### src/rtl/xmw_pkg.sv
package xmw_pkg;
  localparam int FRAME_BITS = 64;
  localparam int NUM_FRAMES = 4;
  localparam int RATIO_W    = 7;
  localparam logic [4:0] CTRL_REG = 5'hD;
  localparam logic [4:0] WIN_REG  = 5'hE;
  localparam logic [1:0] FN_ADDR  = 2'b00;
  localparam logic [1:0] FN_DATA  = 2'b01;

  function automatic logic [RATIO_W-1:0] div_ratio(input logic [2:0] sel);
    case (sel)
      3'd0:    return RATIO_W'(16);
      3'd1:    return RATIO_W'(26);
      3'd2:    return RATIO_W'(42);
      3'd3:    return RATIO_W'(62);
      default: return RATIO_W'(102);
    endcase
  endfunction

  function automatic logic [15:0] ctrl_word(input logic [1:0] fn, input logic [4:0] dev);
    return {fn, 9'b0, dev};
  endfunction

  function automatic logic [FRAME_BITS-1:0] write_frame(input logic [4:0] phy,
                                                       input logic [4:0] regad,
                                                       input logic [15:0] d);
    return {32'hFFFF_FFFF, 2'b01, 2'b01, phy, regad, 2'b10, d};
  endfunction
endpackage

### src/rtl/xmw_clkgen.sv
module xmw_clkgen
  import xmw_pkg::*;
(
  input  logic               clk,
  input  logic               rst_n,
  input  logic               run,
  input  logic [RATIO_W-1:0] ratio,
  output logic               mdc,
  output logic               rise_tick,
  output logic               fall_tick
);
  logic [RATIO_W-1:0] cnt;
  logic [RATIO_W-1:0] half;

  assign half      = ratio >> 1;
  assign rise_tick = run && (cnt == half - 1'b1);
  assign fall_tick = run && (cnt == ratio - 1'b1);

  always_ff @(posedge clk or negedge rst_n) begin
    if (!rst_n) begin
      cnt <= '0;
      mdc <= 1'b0;
    end else if (!run) begin
      cnt <= '0;
      mdc <= 1'b0;
    end else if (fall_tick) begin
      cnt <= '0;
      mdc <= 1'b0;
    end else begin
      cnt <= cnt + 1'b1;
      if (rise_tick) mdc <= 1'b1;
    end
  end
endmodule

### src/rtl/xmw_shifter.sv
module xmw_shifter
  import xmw_pkg::*;
(
  input  logic                  clk,
  input  logic                  rst_n,
  input  logic                  load,
  input  logic [FRAME_BITS-1:0] word,
  input  logic                  fall_tick,
  output logic                  mdio_o,
  output logic                  frame_done
);
  localparam int CW = $clog2(FRAME_BITS);
  logic [FRAME_BITS-1:0] shreg;
  logic [CW-1:0]         bitcnt;
  logic                  active;

  assign mdio_o     = shreg[FRAME_BITS-1];
  assign frame_done = active && fall_tick && (bitcnt == CW'(FRAME_BITS-1));

  always_ff @(posedge clk or negedge rst_n) begin
    if (!rst_n) begin
      shreg  <= '0;
      bitcnt <= '0;
      active <= 1'b0;
    end else if (load) begin
      shreg  <= word;
      bitcnt <= '0;
      active <= 1'b1;
    end else if (active && fall_tick) begin
      if (frame_done) begin
        active <= 1'b0;
      end else begin
        shreg  <= {shreg[FRAME_BITS-2:0], 1'b0};
        bitcnt <= bitcnt + 1'b1;
      end
    end
  end
endmodule

### src/rtl/xmw_seq.sv
module xmw_seq
  import xmw_pkg::*;
(
  input  logic                  clk,
  input  logic                  rst_n,
  input  logic                  req_valid,
  input  logic [4:0]            req_phy,
  input  logic [4:0]            req_dev,
  input  logic [15:0]           req_addr,
  input  logic [15:0]           req_data,
  input  logic [2:0]            clk_sel,
  input  logic                  frame_done,
  output logic                  busy,
  output logic                  load,
  output logic [FRAME_BITS-1:0] word,
  output logic [RATIO_W-1:0]    ratio,
  output logic                  accept
);
  localparam int IW = $clog2(NUM_FRAMES);
  logic [IW-1:0] idx;
  logic [4:0]    phy_q, dev_q;
  logic [15:0]   addr_q, data_q;
  logic [2:0]    sel_q;
  logic [4:0]    regad;
  logic [15:0]   payload;

  assign accept = req_valid && !busy;
  assign ratio  = div_ratio(sel_q);

  always_comb begin
    case (idx)
      IW'(0):  begin regad = CTRL_REG; payload = ctrl_word(FN_ADDR, dev_q); end
      IW'(1):  begin regad = WIN_REG;  payload = addr_q;                   end
      IW'(2):  begin regad = CTRL_REG; payload = ctrl_word(FN_DATA, dev_q); end
      default: begin regad = WIN_REG;  payload = data_q;                   end
    endcase
    word = write_frame(phy_q, regad, payload);
  end

  always_ff @(posedge clk or negedge rst_n) begin
    if (!rst_n) begin
      busy   <= 1'b0;
      load   <= 1'b0;
      idx    <= '0;
      phy_q  <= '0;
      dev_q  <= '0;
      addr_q <= '0;
      data_q <= '0;
      sel_q  <= '0;
    end else begin
      load <= 1'b0;
      if (accept) begin
        phy_q  <= req_phy;
        dev_q  <= req_dev;
        addr_q <= req_addr;
        data_q <= req_data;
        sel_q  <= clk_sel;
        idx    <= '0;
        busy   <= 1'b1;
        load   <= 1'b1;
      end else if (busy && frame_done) begin
        if (idx == IW'(NUM_FRAMES-1)) begin
          busy <= 1'b0;
        end else begin
          idx  <= idx + 1'b1;
          load <= 1'b1;
        end
      end
    end
  end
endmodule

### src/rtl/xmw_writer.sv
module xmw_writer
  import xmw_pkg::*;
(
  input  logic        clk,
  input  logic        rst_n,
  input  logic        req_valid,
  input  logic [4:0]  req_phy,
  input  logic [4:0]  req_dev,
  input  logic [15:0] req_addr,
  input  logic [15:0] req_data,
  input  logic [2:0]  clk_sel,
  output logic        busy,
  output logic        mdc,
  output logic        mdio_o,
  output logic        mdio_oe
);
  logic                  accept;
  logic                  load;
  logic [FRAME_BITS-1:0] word;
  logic [RATIO_W-1:0]    ratio;
  logic                  rise_tick, fall_tick;
  logic                  frame_done;

  xmw_seq u_seq (
    .clk(clk), .rst_n(rst_n), .req_valid(req_valid), .req_phy(req_phy),
    .req_dev(req_dev), .req_addr(req_addr), .req_data(req_data),
    .clk_sel(clk_sel), .frame_done(frame_done), .busy(busy), .load(load),
    .word(word), .ratio(ratio), .accept(accept)
  );

  xmw_clkgen u_clk (
    .clk(clk), .rst_n(rst_n), .run(busy), .ratio(ratio), .mdc(mdc),
    .rise_tick(rise_tick), .fall_tick(fall_tick)
  );

  xmw_shifter u_sh (
    .clk(clk), .rst_n(rst_n), .load(load), .word(word),
    .fall_tick(fall_tick), .mdio_o(mdio_o), .frame_done(frame_done)
  );

  assign mdio_oe = busy;
endmodule

### config.mk
export PLATFORM = sky130hd
export DESIGN_NAME = xmw_writer
export DESIGN_NICKNAME = d
export VERILOG_FILES = /design/src/rtl/xmw_pkg.sv /design/src/rtl/xmw_clkgen.sv /design/src/rtl/xmw_shifter.sv /design/src/rtl/xmw_seq.sv /design/src/rtl/xmw_writer.sv
export SDC_FILE = /design/constraint.sdc
export NUM_CORES = 1
export LEC_CHECK = 0
export ABC_AREA = 1
export CAP_MARGIN = 10
export CORE_ASPECT_RATIO = 1.1
export CORE_MARGIN = 2
export CORE_UTILIZATION = 40
export DETAILED_ROUTE_END_ITERATION = 12
export GPL_ROUTABILITY_DRIVEN = 0
export PLACE_DENSITY = 0.63
export RECOVER_POWER = 25
export SYNTH_ARGS = -nofsm -noshare
export SYNTH_HDL_FRONTEND = slang
export SYNTH_SLANG_ARGS = --single-unit
### constraint.sdc
create_clock -name clk -period 2.3 [get_ports clk]
set_input_delay 0.575 -clock clk [delete_from_list [all_inputs] [get_ports clk]]
set_output_delay 0.575 -clock clk [all_outputs]
set_load 0.01 [all_outputs]
---- Word-level counts from Yosys, hierarchy flattened ----
Cells that the tools add are included.
cells by class
  reduce and logical (&&, ||, !) cells .... 18
  mux-type cells .......................... 26
  equality and inequality tests ........... 12
  add/sub/neg operators ................... 5
operators with widths
  kind                   count
  $mux W64               3
  $pmux W16 S3           1
  $pmux W7 S4            1
  $mux W6                3
  $eq A7 B7 Y1           2
  $mux W7                2
  $mux W1                12
  $mux W2                4
  $reduce_and A2 Y1      4
  $reduce_bool A2 Y1     4
  $add A7 B1 Y7 const B  1
  $sub A6 B1 Y7 const B  1
  $sub A7 B1 Y7 const B  1
  $add A6 B1 Y6 const B  1
  $eq A3 B2 Y1 const B   2
  $eq A6 B6 Y1 const B   1
  $logic_and A1 B1 Y1    6
  $eq A2 B2 Y1 const B   2
  $ne A2 B2 Y1 const B   2
  $eq A3 B1 Y1 const B   1
  $logic_not A3 Y1       1
  $ne A3 B2 Y1 const B   1
  $add A2 B1 Y2 const B  1
  $eq A2 B1 Y1 const B   1
  3 further kinds        3
word-level totals
  bits of input ports ..................... 48
  output and inout bits ................... 4
  bits in registers ....................... 128

---- Logic depth before layout (Yosys ltp) ----
  word-level depth ........................ 10
  depth in mapped cells ................... 17

---- Hierarchy ----
A second synthesis with hierarchy kept.
unflattened totals
  cells, all modules ...................... 903
  area total of the unflattened synthesis .. 6,985.4 µm²
by module, submodules not included
  module       times used  seq. area each (µm²)  cells each  area each (µm²)
  xmw_shifter  1           1,776.7               422         3,500.9
  xmw_seq      1           1,226.2               335         2,623.8
  xmw_clkgen   1           200.2                 145         853.3
  xmw_writer   1           0.0                   1           7.5

---- Worst setup path after synthesis ----
OpenSTA, ideal clock, no wires.
  kind .................................... flip-flop to flip-flop
  from .................................... register u_seq.sel_q[1]
  to ...................................... register u_sh.shreg[21]
  slack ................................... 0.176 ns
  stages on the path, launching flop included .. 14
  data arrival time ....................... 1.994 ns
  data required time ...................... 2.170 ns
  cell sequence ........................... dfrtp_1 -> nor2_1 -> nand2_1 -> inv_1 -> ha_1 -> nand2_1 -> nand3_1 -> nor2_1 -> nand3_1 -> nor2_4 -> nand3_4 -> buf_2 -> o21ai_0 -> nand2_1
on the way
  longest elaborated chain between the ends .. 9
RTL lines
  element                               RTL line                              source
  from (decl)                           xmw_seq.sv:23                         logic [2:0] sel_q;
  from (signal assigned)                xmw_seq.sv:57                         sel_q <= clk_sel;
  $eq A3 B2 Y1 (tied with other cells)  xmw_pkg.sv:11                         case (sel)
  $pmux W7 S4 (*)                       xmw_pkg.sv:11
  $sub A7 B1 Y7 (*)                     xmw_clkgen.sv:17                      assign fall_tick = run && (cnt == ratio - 1'b1);
  $eq A7 B7 Y1 (*)                      xmw_clkgen.sv:17
  $logic_and A1 B1 Y1 (*)               xmw_clkgen.sv:17
  $logic_and A1 B1 Y1 (*)               xmw_shifter.sv:18, xmw_shifter.sv:29
  $logic_and A1 B1 Y1                   xmw_shifter.sv:18                     assign frame_done = active && fall_tick && (bitcnt == CW'(FRAME_BITS-1));
  $ne A2 B2 Y1 (no line)                -
  $reduce_and A2 Y1 (no line) (*)       -
  to (signal assigned)                  xmw_shifter.sv:26                     shreg <= word;
  to (signal assigned)                  xmw_shifter.sv:33                     shreg <= {shreg[FRAME_BITS-2:0], 1'b0};
  to (decl)                             xmw_shifter.sv:13                     logic [FRAME_BITS-1:0] shreg;
Every way passes the cells marked *; elsewhere a longest branch is shown, timed or not.
A chain may end at the register's enable or synchronous reset.

---- Final worst setup path ----
  from .................................... register u_seq.sel_q[1]
  to ...................................... register u_sh.shreg[59]
Same word-level chain as after synthesis.

==> flow_summary.ini <==
[outcome]
outcome = finished with violations
violations = max-capacitance violations, max-slew violations, negative setup slack

[finish]
drive_gt1_share_pct = 14.18
fin_area_mm2 = 0.007591
finalNonFillerCells = 989
final_nets = 841
diodes = 0
syn2layout_area_growth_pct = 29.78

[synthesis]
seq_area_frac_synth_pct = 54.76
yosysTopAreaCell = dfrtp_1
yosys-top-cells-area = dfrtp_1 55%, nand2_1 16%, nor2_1 6.7%
syn_inst = 722
synth_nets = 777
ys_seq_elements = 128
yosysWarnings = 0
netlist_area_mm2 = 0.005849
synth_top_area_share_pct = 54.76
synth.avg_cell_area_um2 = 8.102
synth.distinct_cells = 29

[floorplanning]
initial_core_util_pct = 40.65
fp-row-count = 46
die_area_mm2 = 0.01561
core-area_mm2 = 0.01439
fp.dieW_um = 119.3
io_pins = 52
chipHeight_um = 130.8

[timing]
finalWorstSetupSlack_ns = -0.03152
grt_setup_unrepaired = true
final_max_slew_viol_count = 129
post-route-period-util_pct = 101.4
tightest_slew_ns = 1.734
hold_violations = 0
clock_skew_ns = 0.005677
max-slew-margin-rel_pct = -15.61
finalCriticalPeriod_ns = 2.332
finalSetupViolCount = 8
fmax_ghz = 0.4289

[global_route]
grt_overflow_total = 0
grt_pass1_wl_mm = 21.94
grt_pass1_vias = 4679
grt_max_degree = 129
antenna_found_initial = 0
track_usage_pct = 17.63

[routing]
vias_per_cell = 4.961
detail-route-antenna-nets = 0
num_vias = 4906
wire_per_inst_um = 13.27
routed_wl_mm = 13.13
drtPass1Iterations = 4
drt-initial-drc-count = 305
drc_errors = 0

[placed_design]
dpl_worst_slack_ns = 0.01502
dpl.cell_count = 940
portBuffers = 51
dp_hpwl_mm = 7.760
placed_area_mm2 = 0.006608

[power_and_ir_drop]
peakVddDrop_mv = 0.3969
p_total_uw = 5096
p_leak_uw = 0.003623
power_density_mw_per_mm2 = 671.3

[hold_path]
hp-class = reg -> reg

[worst_setup_path]
critPathKind = reg -> reg
worstPathRequired_ns = 2.64
endpoint_kind = register
critPathArrivalTime_ns = 2.67
critPathLaunchType = register
path_max_fanout = 5

[cts]
numCtsBuffers = 17
clk_path_buf_depth = 2
clk_pin_slew_ns = 0.05
cts_tree = yes
clockRootBuffer = clkbuf_16
htree_levels = 4
cts.sinks = 128
clk_latency_ns = 0.41

[flow_run]
cap_viol_max_count = 1
==> report_power, final <==
group / leakage (µW) / internal [µW] / switching, µW
registers: 0.00153 / 2250 / 0
logic: 0.00179 / 69.3 / 53.7
clock network: 0.000296 / 1800 / 917
==> sequential cells by signal, summed over array words and instances, names as in the netlist <==
signal,cells
u_seq.phy_q,5
u_seq.load,1
u_sh.shreg,64
u_seq.dev_q,5
u_sh.active,1
u_seq.idx,2
u_clk.mdc,1
u_sh.bitcnt,6
u_seq.addr_q,16
u_seq.sel_q,3
u_seq.busy,1
u_clk.cnt,7
u_seq.data_q,16
==> routing by layer <==
layer / share of wire [%] / routed length [µm] / vias up / GRT usage [%]
met1: 45 / 5951 / 2330 / 22.66
met5: 0 / 0 / - / 0
met2: 49 / 6385 / 121 / 28.90
li1: - / - / 2420 / -
met4: 2.3 / 299 / 0 / 8.166
met3: 3.7 / 489 / 35 / 3.733
==> layout make-up <==
type / count / area (µm²)
fillers: 1343 / 6798
flip-flops and latches: 128 / 3203
multi-input cells: 524 / 2507
repair buffers: 86 / 934.6
clock buffers: 24 / 491.7
well taps: 192 / 240.2
inverters: 29 / 108.9
clock inverters: 6 / 105.1
==> layout by cell type, fill, tap and decap left out, drive strengths merged, types with 4 or more instances in the layout <==
| cell type | count |
|---|---|
| a21oi | 9 |
| xor2 | 6 |
| nand2 | 254 |
| clkbuf | 27 |
| o21ai | 24 |
| buf | 33 |
| a22oi | 10 |
| clkdlybuf4s50 | 50 |
| nor3 | 36 |
| ha | 7 |
| nand3 | 56 |
| nor3b | 4 |
| dfrtp | 128 |
| or2 | 4 |
| nor2 | 107 |
| inv | 29 |
==> synthesized netlist by cell type <==
cell and instances:
nor3_1 36, nand3_4 1, xor2_1 6, buf_1 7, buf_2 5, ha_1 7, a211oi_1 1, a31oi_1 1
nor3b_1 4, dfrtp_1 128, inv_2 3, buf_4 5, a221oi_1 2, nor2_4 1, clkbuf_1 22, o21ai_1 2
buf_6 3, nor2_2 1, nand2_1 252, inv_1 26, xnor2_1 2, o21ai_0 22, nor2_1 105, a22oi_1 10
nand4_1 1, a21oi_1 9, or2_2 4, nand2_4 1, nand3_1 55
==> cells by family (layout without fill, tap and decap cells) <==
group / count (synthesis) / in the layout / share of synthesized area (%)
XOR/XNOR: 8 / 8 / 1.198
AO/OA/AOI/OAI: 47 / 47 / 4.642
AND/OR/NAND/NOR: 461 / 462 / 32.53
flip-flops: 128 / 128 / 54.76
buffers and inverters: 71 / 145 / 5.369
adder cells (fa/ha/maj): 7 / 7 / 1.497
==> per-stage QoR <==
stage	hold slack, ns	TNS (ns)	utilization, %
after floorplan	0.2794	0	-
after global placement	0.4568	0	45.92
after detailed placement	0.4663	0	45.92
after CTS	0.2969	0	51.23
after global routing	0.5011	-2.673	52.76
final	0.4765	-0.09919	52.76
==> worst paths after layout <==
kind / from / endpoint / slack (ns) / cells past startpoint
worst max-delay path: u_seq.sel_q[1]$_DFFE_PN0P_ / u_sh.shreg[59]$_DFFE_PN0P_ / -0.03 / 14
worst min-delay path: u_seq.addr_q[7]$_DFFE_PN0P_ / u_seq.addr_q[7]$_DFFE_PN0P_ / 0.48 / 2
worst max register to register: u_seq.sel_q[1]$_DFFE_PN0P_ / u_sh.shreg[59]$_DFFE_PN0P_ / -0.03 / 14
worst min register to register: u_seq.addr_q[7]$_DFFE_PN0P_ / u_seq.addr_q[7]$_DFFE_PN0P_ / 0.48 / 2
max in group asynchronous: rst_n / u_seq.addr_q[0]$_DFFE_PN0P_ / 0.47 / 2
min in group asynchronous: rst_n / u_clk.cnt[0]$_DFF_PN0_ / 0.74 / 2
==> worst max-delay path: stages (launching register included) <==
cell	delay [ns]
dfrtp_1	0.41
buf_6	0.14
a21oi_4	0.17
ha_4	0.23
nand2_2	0.08
nand3_2	0.09
nor2_2	0.14
nand3_2	0.12
nor2_4	0.15
nand3_4	0.18
nand2_8	0.15
buf_12	0.13
clkbuf_16	0.14
nor2_1	0.04
nor2_1	0.09
==> timing repair <==
action,in CTS,in global routing
setup endpoints to repair,46,70
pin swaps,6,13
hold buffers,0,0
buffers inserted,10,7
gates resized for setup,8,44
gates cloned,3,1
(Power assumes the default switching activity.)
